==> src/rtl/trace_pkg.sv <==
package trace_pkg;

  typedef enum logic [2:0] {
    ST_IDLE,
    ST_WAIT,
    ST_CAP,
    ST_HDR,
    ST_DATA,
    ST_END
  } capState_t;

  typedef struct packed {
    logic clrAll;
    logic wrEn;
    logic allowWrap;
    logic rdLoad;
    logic rdAdv;
  } dpCtl_t;

endpackage

==> src/rtl/trace_ctrl.sv <==
module trace_ctrl
  import trace_pkg::*;
#(
  parameter int DEPTH = 64,
  parameter int CW    = $clog2(DEPTH + 1)
) (
  input  logic          clk,
  input  logic          rstN,
  input  logic          armReq,
  input  logic          modeStop,
  input  logic          trigIn,
  input  logic          rdReady,
  output dpCtl_t        ctl,
  output logic          armedFlag,
  output logic          trigSeen,
  output logic          doneFlag,
  output logic          hdrPhase,
  output logic          rdValid,
  output logic [CW-1:0] sampleCount
);

  localparam logic [CW-1:0] FULL_CNT = CW'(DEPTH);
  localparam logic [CW-1:0] LAST_CNT = CW'(DEPTH - 1);

  capState_t state, nextState;
  logic          stopMode;
  logic [CW-1:0] remaining;
  logic          capActive;

  assign capActive = (state == ST_WAIT) || (state == ST_CAP);
  assign armedFlag = capActive;
  assign hdrPhase  = (state == ST_HDR);
  assign rdValid   = (state == ST_HDR) || (state == ST_DATA);

  always_comb begin
    ctl           = '0;
    ctl.allowWrap = stopMode;
    if (armReq) begin
      ctl.clrAll = 1'b1;
    end else begin
      unique case (state)
        ST_WAIT: ctl.wrEn   = trigIn;
        ST_CAP:  ctl.wrEn   = 1'b1;
        ST_HDR:  ctl.rdLoad = rdReady;
        ST_DATA: ctl.rdAdv  = rdReady;
        default: ;
      endcase
    end
  end

  always_comb begin
    nextState = state;
    if (armReq) begin
      nextState = modeStop ? ST_CAP : ST_WAIT;
    end else begin
      unique case (state)
        ST_WAIT: if (trigIn) nextState = (DEPTH == 1) ? ST_HDR : ST_CAP;
        ST_CAP: begin
          if (stopMode) begin
            if (trigIn) nextState = ST_HDR;
          end else if (sampleCount == LAST_CNT) begin
            nextState = ST_HDR;
          end
        end
        ST_HDR:  if (rdReady) nextState = ST_DATA;
        ST_DATA: if (rdReady && remaining == CW'(1)) nextState = ST_END;
        default: ;
      endcase
    end
  end

  always_ff @(posedge clk or negedge rstN) begin
    if (!rstN) begin
      state       <= ST_IDLE;
      stopMode    <= 1'b0;
      sampleCount <= '0;
      remaining   <= '0;
      trigSeen    <= 1'b0;
      doneFlag    <= 1'b0;
    end else begin
      state <= nextState;
      if (armReq) begin
        stopMode    <= modeStop;
        sampleCount <= '0;
        remaining   <= '0;
        trigSeen    <= 1'b0;
        doneFlag    <= 1'b0;
      end else begin
        if (ctl.wrEn && sampleCount != FULL_CNT) sampleCount <= sampleCount + CW'(1);
        if (capActive && trigIn) trigSeen <= 1'b1;
        if (capActive && nextState == ST_HDR) doneFlag <= 1'b1;
        if (ctl.rdLoad) remaining <= sampleCount;
        else if (ctl.rdAdv) remaining <= remaining - CW'(1);
      end
    end
  end

  AST_COUNT_BOUND: assert property (@(posedge clk) disable iff (!rstN)
    sampleCount <= FULL_CNT);
  AST_ARM_CLEARS: assert property (@(posedge clk) disable iff (!rstN)
    armReq |=> (sampleCount == '0) && !doneFlag && !trigSeen && armedFlag);
  AST_DONE_FROZEN: assert property (@(posedge clk) disable iff (!rstN)
    doneFlag && !armReq |=> $stable(sampleCount));
  AST_WAIT_EMPTY: assert property (@(posedge clk) disable iff (!rstN)
    (state == ST_WAIT) |-> (sampleCount == '0));
  AST_IDLE_IGNORE: assert property (@(posedge clk) disable iff (!rstN)
    !capActive && !armReq |=> $stable(trigSeen) && $stable(doneFlag));

endmodule

==> src/rtl/trace_datapath.sv <==
module trace_datapath
  import trace_pkg::*;
#(
  parameter int PROBE_W = 16,
  parameter int DEPTH   = 64,
  parameter int AW      = $clog2(DEPTH)
) (
  input  logic               clk,
  input  logic               rstN,
  input  dpCtl_t             ctl,
  input  logic [PROBE_W-1:0] probeIn,
  output logic               wrappedFlag,
  output logic [PROBE_W-1:0] rdWord
);

  localparam logic [AW-1:0] LAST_ADDR = AW'(DEPTH - 1);

  logic [PROBE_W-1:0] store [DEPTH];
  logic [AW-1:0]      wrPtr;
  logic [AW-1:0]      rdPtr;

  function automatic logic [AW-1:0] bump(input logic [AW-1:0] p);
    return (p == LAST_ADDR) ? '0 : p + AW'(1);
  endfunction

  always_ff @(posedge clk) begin
    if (ctl.wrEn) store[wrPtr] <= probeIn;
  end

  always_ff @(posedge clk or negedge rstN) begin
    if (!rstN) begin
      wrPtr       <= '0;
      rdPtr       <= '0;
      wrappedFlag <= 1'b0;
    end else if (ctl.clrAll) begin
      wrPtr       <= '0;
      rdPtr       <= '0;
      wrappedFlag <= 1'b0;
    end else begin
      if (ctl.wrEn) begin
        wrPtr <= bump(wrPtr);
        if (wrPtr == LAST_ADDR && ctl.allowWrap) wrappedFlag <= 1'b1;
      end
      if (ctl.rdLoad) rdPtr <= wrappedFlag ? wrPtr : '0;
      else if (ctl.rdAdv) rdPtr <= bump(rdPtr);
    end
  end

  assign rdWord = store[rdPtr];

  AST_WRAP_STICKY: assert property (@(posedge clk) disable iff (!rstN)
    wrappedFlag && !ctl.clrAll |=> wrappedFlag);
  AST_NO_WRITE_IN_READ: assert property (@(posedge clk) disable iff (!rstN)
    (ctl.rdLoad || ctl.rdAdv) |-> !ctl.wrEn);

endmodule

==> src/rtl/trace_capture.sv <==
module trace_capture
  import trace_pkg::*;
#(
  parameter int PROBE_W = 16,
  parameter int DEPTH   = 64,
  localparam int AW     = $clog2(DEPTH),
  localparam int CW     = $clog2(DEPTH + 1),
  localparam int DW     = (PROBE_W > CW) ? PROBE_W : CW
) (
  input  logic               clk,
  input  logic               rstN,
  input  logic               armReq,
  input  logic               modeStop,
  input  logic               trigIn,
  input  logic [PROBE_W-1:0] probeIn,
  output logic               armed,
  output logic               triggered,
  output logic               wrapped,
  output logic               done,
  output logic               rdValid,
  input  logic               rdReady,
  output logic               rdHeader,
  output logic [DW-1:0]      rdData
);

  dpCtl_t             ctl;
  logic [CW-1:0]      sampleCount;
  logic [PROBE_W-1:0] rdWord;

  trace_ctrl #(.DEPTH(DEPTH), .CW(CW)) u_ctrl (
    .clk(clk), .rstN(rstN), .armReq(armReq), .modeStop(modeStop),
    .trigIn(trigIn), .rdReady(rdReady), .ctl(ctl), .armedFlag(armed),
    .trigSeen(triggered), .doneFlag(done), .hdrPhase(rdHeader),
    .rdValid(rdValid), .sampleCount(sampleCount)
  );

  trace_datapath #(.PROBE_W(PROBE_W), .DEPTH(DEPTH), .AW(AW)) u_dp (
    .clk(clk), .rstN(rstN), .ctl(ctl), .probeIn(probeIn),
    .wrappedFlag(wrapped), .rdWord(rdWord)
  );

  assign rdData = rdHeader ? DW'(sampleCount) : DW'(rdWord);

  AST_HOLD_BEAT: assert property (@(posedge clk) disable iff (!rstN)
    rdValid && !rdReady && !armReq |=> rdValid && $stable(rdData) && $stable(rdHeader));
  AST_START_NO_WRAP: assert property (@(posedge clk) disable iff (!rstN)
    done && !ctl.allowWrap |-> !wrapped);

endmodule

==> config.mk <==
export PLATFORM = sky130hd
export DESIGN_NAME = trace_capture
export DESIGN_NICKNAME = d
export VERILOG_FILES = /design/src/rtl/trace_pkg.sv /design/src/rtl/trace_ctrl.sv /design/src/rtl/trace_datapath.sv /design/src/rtl/trace_capture.sv
export SDC_FILE = /design/constraint.sdc
export NUM_CORES = 1
export LEC_CHECK = 0
export CAP_MARGIN = 20
export CORE_ASPECT_RATIO = 1.5
export CORE_MARGIN = 3
export CORE_UTILIZATION = 58
export CTS_CLUSTER_SIZE = 25
export DETAILED_ROUTE_END_ITERATION = 6
export GPL_TIMING_DRIVEN = 0
export PLACE_DENSITY = 0.74
export REMOVE_ABC_BUFFERS = 1
export SYNTH_ARGS = -nofsm -noshare
export SYNTH_HDL_FRONTEND = slang
export SYNTH_HIERARCHICAL = 1
export SYNTH_SLANG_ARGS = --single-unit
export TNS_END_PERCENT = 10
==> constraint.sdc <==
create_clock -name clk -period 3.3 [get_ports clk]
set_input_delay 0.495 -clock clk [delete_from_list [all_inputs] [get_ports clk]]
set_output_delay 0.495 -clock clk [all_outputs]
set_load 0.01 [all_outputs]
==> results of run 1 <==
==> what timing repair did <==
action / CTS / global route
resized for setup: 308 / 63
setup buffers: 72 / 28
hold endpoints to repair: 33 / 0
pin swaps: 55 / 43
gates cloned: 22 / 2
setup endpoints to repair: 108 / 625
hold buffers: 1 / 0
==> state kept, by name, indices dropped and copies added, names as in the netlist <==
signal / flops
u_ctrl/doneFlag: 1
u_ctrl/state: 3
u_dp/wrappedFlag: 1
u_ctrl/remaining: 7
u_dp/wrPtr: 6
u_ctrl/stopMode: 1
u_dp/rdPtr: 6
u_ctrl/sampleCount: 7
u_dp/store: 1024
u_ctrl/trigSeen: 1
==> worst paths after layout <==
kind                                          to  slack (ps)
max reg2reg                   u_dp/store[12][15]         -30
max in group asynchronous          u_dp/rdPtr[4]        2250
min                           u_dp/store[52][12]         110
min reg2reg                      u_ctrl/trigSeen         500
min in group asynchronous  u_ctrl/sampleCount[6]         470
max                                    rdData[3]        -480
==> logic make-up after synthesis <==
kind of cell / after synthesis / synth area share [%]
DFF: 1057 / 76.2
and+or+nand+nor: 314 / 3.90
muxes: 301 / 14.3
AOI/OAI and AO/OA: 204 / 3.40
buffers and inverters: 128 / 1.85
xor gates and xnor gates: 8 / 0.169
adders and majority gates: 6 / 0.181
==> metal layers <==
layer,part of all wire [%],vias up
li1,-,8872
met1,32,11633
met2,52,1589
met3,8.4,390
met4,7.4,0
met5,0,-
==> worst max-delay path: stages (launching register included) <==
cell     delay (ps)
dfrtp_4         750
nand2_2         360
or3_4           540
o32ai_1         170
nor2_1          140
and3_4          210
mux2_4          290
buf_6           120
==> per-stage QoR <==
stage	total power, W	cell area (um2)
finish	0.0264	49700
global route	0.0271	49700
CTS	0.0264	49200
detailed placement	0.0160	43900
global placement	0.0159	42300
floorplan	0.0154	40700
==> final cells by class <==
cell class / count / share of cell area [%]
tap: 907 / 2.28
timing repair buffer: 249 / 6.98
inverter: 10 / 0.0831
clock buffer: 117 / 4.74
clock inverter: 49 / 1.02
sequential: 1057 / 63.6
multi-input combinational: 838 / 21.3
==> power breakdown <==
group	internal, W	switching (W)
logic	0.000406	0.000674
clock network	0.00577	0.00476
registers	0.0147	0.0000599
total	0.0209	0.00549
==> placed cells by master (no fill, tap or decap), types with 22 or more instances in the layout <==
cell and count:
edfxtp_1 1024, mux4_2 227, clkbuf_16 91, buf_4 63
nor2_2 56, buf_8 55, nand2_1 42, mux2i_1 40
nor2_1 37, buf_12 32, buf_6 31, clkbuf_1 27
dfrtp_1 27, o22ai_4 25, mux2_2 24, buf_16 24
buf_2 24, o22ai_1 23, nand2b_1 22
==> metrics.cfg, run 1 <==
[clock_tree]
cts_root_buf = clkbuf_16
cts_buffers = 89
clk_latency_ps = 680
clk_pin_slew_ps = 70
cts_tree = done
h-tree-depth = 3
cts_buffer_depth = 3
clock-sinks = 1057

[worst_setup_path]
reg2reg_from = u_ctrl/state[0]
crit_path_end_kind = primary output
crit_start = u_dp/rdPtr[4]
r2r_cells = 7
cp.arrival_ps = 3280
path_class = flop to primary output
crit_fanout = 24
cp.required_ps = 2800
cp-start-kind = flop

[global_route]
grt_max_degree = 61
grtUsageMet3_pct = 5.04
grt_use_met2_pct = 52.1
grt_pass1_vias = 22850
grt_overflow = 0
grt_pass1_wl_um = 162000
busiest_layer = met2
grtUsageMet1_pct = 36.6
antenna_found_initial = 2
track_usage_pct = 30.5

[place]
dp.cells = 2938
pre_cts_slack_ps = -1450
hpwl_um = 63500
io_buffers = 43
gp_congestion = 0.843

[synthesis]
synth.most_common_cell = edfxtp_1
synth-async-reset-ratio_pct = 3.12
synth.avg_cell_area_um2 = 20.5
ys_types = 73
synth-edff-count = 1024
ys_seq_area_share_pct = 76.2
postSynthCellCount = 2018
synth_top_area_share_pct = 74.2
synth_commonest_cells = edfxtp_1 (1024), mux4_2 (227), nor2_1 (105)
ys_ff_latch = 1057
yosys_warnings = 6
syn_area_um2 = 41400
synth_area_leaders = edfxtp_1 (74%), mux4_2 (12%), dfrtp_1 (2.0%)
synth_largest_area_cell = edfxtp_1
synth_flop_cell = edfxtp_1

[cells_and_area]
fillers = 3886
antenna_cells = 0
drive_above_1_share_pct = 36.8
area_growth_syn_to_layout_pct = 19.9
finalNonFillerCells = 3227
final_core_util_pct = 70.5
finalNetCount = 2273
multiInputGateArea_um2 = 10600
layout.area.seq_um2 = 31600

[die]
coreArea_um2 = 70400
start_util_pct = 58.8
die_h_um = 333
ioPinCount = 44
dieArea_um2 = 74700
row_count = 119
fp.dieW_um = 224

[power_and_ir_drop]
leakage_nw = 15.4
p_per_area_nw_per_um2 = 532
max-vdd-ir-drop_mv = 0.552

[timing]
slew_headroom_pct = 32.5
setup_tns_ps = -7890
min_period_ps = 3780
fmax_ghz = 0.265
setup_viol = 53
slew_viol_final = 0
timing.final.ws_setup_ps = -477
rsz0062_at_grt = true
hold_viol_final = 0
skew_ps = 22.4
timing.hold.ws_ps = 106
tightest_slew_ps = 1010
finalCritPeriodShare_pct = 114

[route]
drtIter0Drc = 3056
drc = 0
postRouteAntennaNets = 0
firstDrtPassIters = 6
post_drt_wl_per_cell_um = 35.0
via_count = 22484
via_per_inst = 6.97
totalWireLength_um = 113000

[run_status]
outcome = complete, but fails checks
violations = negative setup slack

[worst_hold_path]
hold_start = probeIn[12]
min_path_type = primary input to flop
hold_depth = 1

[flow_run]
maxCapViolations = 0

Note: power is estimated with default switching activity, not from simulation.
==> run 2: changes to the inputs <==
--- a/config.mk
+++ b/config.mk
@@ -14,6 +14,7 @@
 export GPL_TIMING_DRIVEN = 0
 export PLACE_DENSITY = 0.74
 export REMOVE_ABC_BUFFERS = 1
+export SLEW_MARGIN = 20
 export SYNTH_ARGS = -nofsm -noshare
 export SYNTH_HDL_FRONTEND = slang
 export SYNTH_HIERARCHICAL = 1
==> metrics.cfg, run 2 (synthesized netlist as in run 1, its figures left out) <==
[cells_and_area]
largest-register = u_dp/store
area_growth_syn_to_layout_pct = 19.7
antenna_cells = 0
fin_area_um2 = 49600
largest_reg_flops = 1024
finalNonFillerCells = 3221
reg_top3 = u_dp/store: 1024 flops, u_ctrl/remaining: 7 flops, u_ctrl/sampleCount: 7 flops
final_core_util_pct = 70.4
final_common_cell = edfxtp_1
fillers = 3901
final_cell_mix = edfxtp_1 (1024), mux4_2 (227), clkbuf_16 (93), buf_4 (79), nor2_2 (44)
drive_above_1_share_pct = 37.4
finalNetCount = 2264

[worst_setup_path]
worstSetupPathDepth = 10
slowest_stage = dfrtp_4
crit_chain = buf_16 > buf_12 > buf_16 > buf_6 > mux4_2 > a22oi_2 > nand3_2 > and4_4 > nor2b_1 > buf_2
max_stage_delay_ps = 500
r2r_cells = 6
reg2reg_from = u_ctrl/state[1]
crit_fanout = 7
cp.required_ps = 2800
timing.rr.end = u_dp/store[63][8]
cp-start-kind = flop
crit_path_end_kind = primary output
crit_start = u_dp/rdPtr[0]
endpoint = rdData[7]
path_buf_inv = 5
cp.arrival_ps = 3300
crit_top_cell = buf_16
rrSetupSlack_ps = 80
path_class = flop to primary output
cp_top_family = buffers and inverters

[global_route]
antenna_found_initial = 1
grt_pass1_vias = 22793
track_usage_pct = 30.1
grt_max_degree = 65
grt_pass1_wl_um = 160000
grt_overflow = 0

[route]
via_per_inst = 6.90
post_drt_wl_per_cell_um = 34.2
firstDrtPassIters = 7
postRouteAntennaNets = 0
via_count = 22232
totalWireLength_um = 110000
drc = 2
drtIter0Drc = 2735

[clock_tree]
clk_latency_ps = 670
cts_buffers = 91
clk_pin_slew_ps = 70
clock-sinks = 1057
cts_root_buf = clkbuf_16
cts_buffer_depth = 3
h-tree-depth = 3
cts_tree = done

[timing]
slew_headroom_pct = 36.2
setup_viol = 16
skew_ps = 25.3
min_period_ps = 3800
timing.final.ws_setup_ps = -497
fmax_ghz = 0.263
finalCritPeriodShare_pct = 115
slew_viol_final = 0
hold_viol_final = 0
tightest_slew_ps = 956
setup_tns_ps = -6810
rsz0062_at_grt = true

[place]
dp.cells = 2927
io_buffers = 43
hpwl_um = 61000
place_area_um2 = 43600
gp_congestion = 0.843

[flow_run]
maxCapViolations = 0

[die]
ioPinCount = 44
die_h_um = 333
start_util_pct = 58.8
coreArea_um2 = 70400
row_count = 119
dieArea_um2 = 74700
fp.dieW_um = 224

[worst_hold_path]
min_path_type = primary input to asynchronous set/reset pin

[run_status]
violations = design-rule violations, negative setup slack
outcome = complete, but fails checks

[power_and_ir_drop]
p_per_area_nw_per_um2 = 542
leakage_nw = 15.4
fin_total_pwr_w = 0.0269
max-vdd-ir-drop_mv = 0.569

==> run 2: cell count changes in the layout (fill, tap and decap cells not counted), sizes merged <==
| cell | before | now |
|---|---|---|
| clkdlybuf4s50 | 10 | 9 |
| clkinvlp | 2 | 6 |
| buf | 229 | 223 |
| bufinv | 9 | 13 |
| clkbuf | 118 | 114 |
| or3 | 8 | 7 |
| or4b | 6 | 5 |
| bufbuf | 8 | 7 |
==> run 2: layout make-up <==
cell class / instances / area, um2 / area share [%]
sequential: 1057 / 31600 / 63.7
inverter: 10 / 43.8 / 0.0883
multi-input combinational: 836 / 10500 / 21.3
tap: 907 / 1130 / 2.29
timing repair buffer: 240 / 3200 / 6.46
clock inverter: 57 / 651 / 1.31
clock buffer: 114 / 2420 / 4.87
==> run 2: timing repair <==
action | in CTS | in global routing
gates cloned | 22 | 0
gates resized for setup | 337 | 29
setup endpoints to repair | 151 | 133
hold buffers | 1 | 0
hold endpoints to repair | 33 | 0
buffers inserted | 90 | 13
pin swaps | 84 | 29
==> run 2: worst min-delay path by stage <==
stage | startpoint | end | slack [ps]
2_1_floorplan | rstN | u_ctrl/doneFlag | 200
3_3_place_gp | u_ctrl/remaining[6] | u_ctrl/remaining[6] | 480
3_5_place_dp | rstN | u_ctrl/sampleCount[6] | 320
4_1_cts | rstN | u_ctrl/sampleCount[5] | 170
5_1_grt | rstN | u_ctrl/sampleCount[5] | 190
6_report | rstN | u_ctrl/trigSeen | 190
==> run 2: routing by layer <==
metal	up-vias	wire (um)	track usage (%)
met5	-	0	0
met4	0	8130	19.5
met3	357	8110	4.23
met2	1441	57400	51.3
met1	11601	36400	36.3
li1	8833	-	-
==> run 2: per-stage QoR <==
stage	setup WS, ps	hold slack, ps
2_1_floorplan	-5000	199
3_3_place_gp	-9890	478
3_5_place_dp	-1420	315
4_1_cts	-445	167
5_1_grt	-502	188
6_report	-497	189
==> run 2: where the power goes <==
| part | internal [W] | switching, W |
|---|---|---|
| Combinational | 0.000368 | 0.000652 |
| Sequential | 0.0148 | 0.0000561 |
| Clock | 0.00625 | 0.00477 |
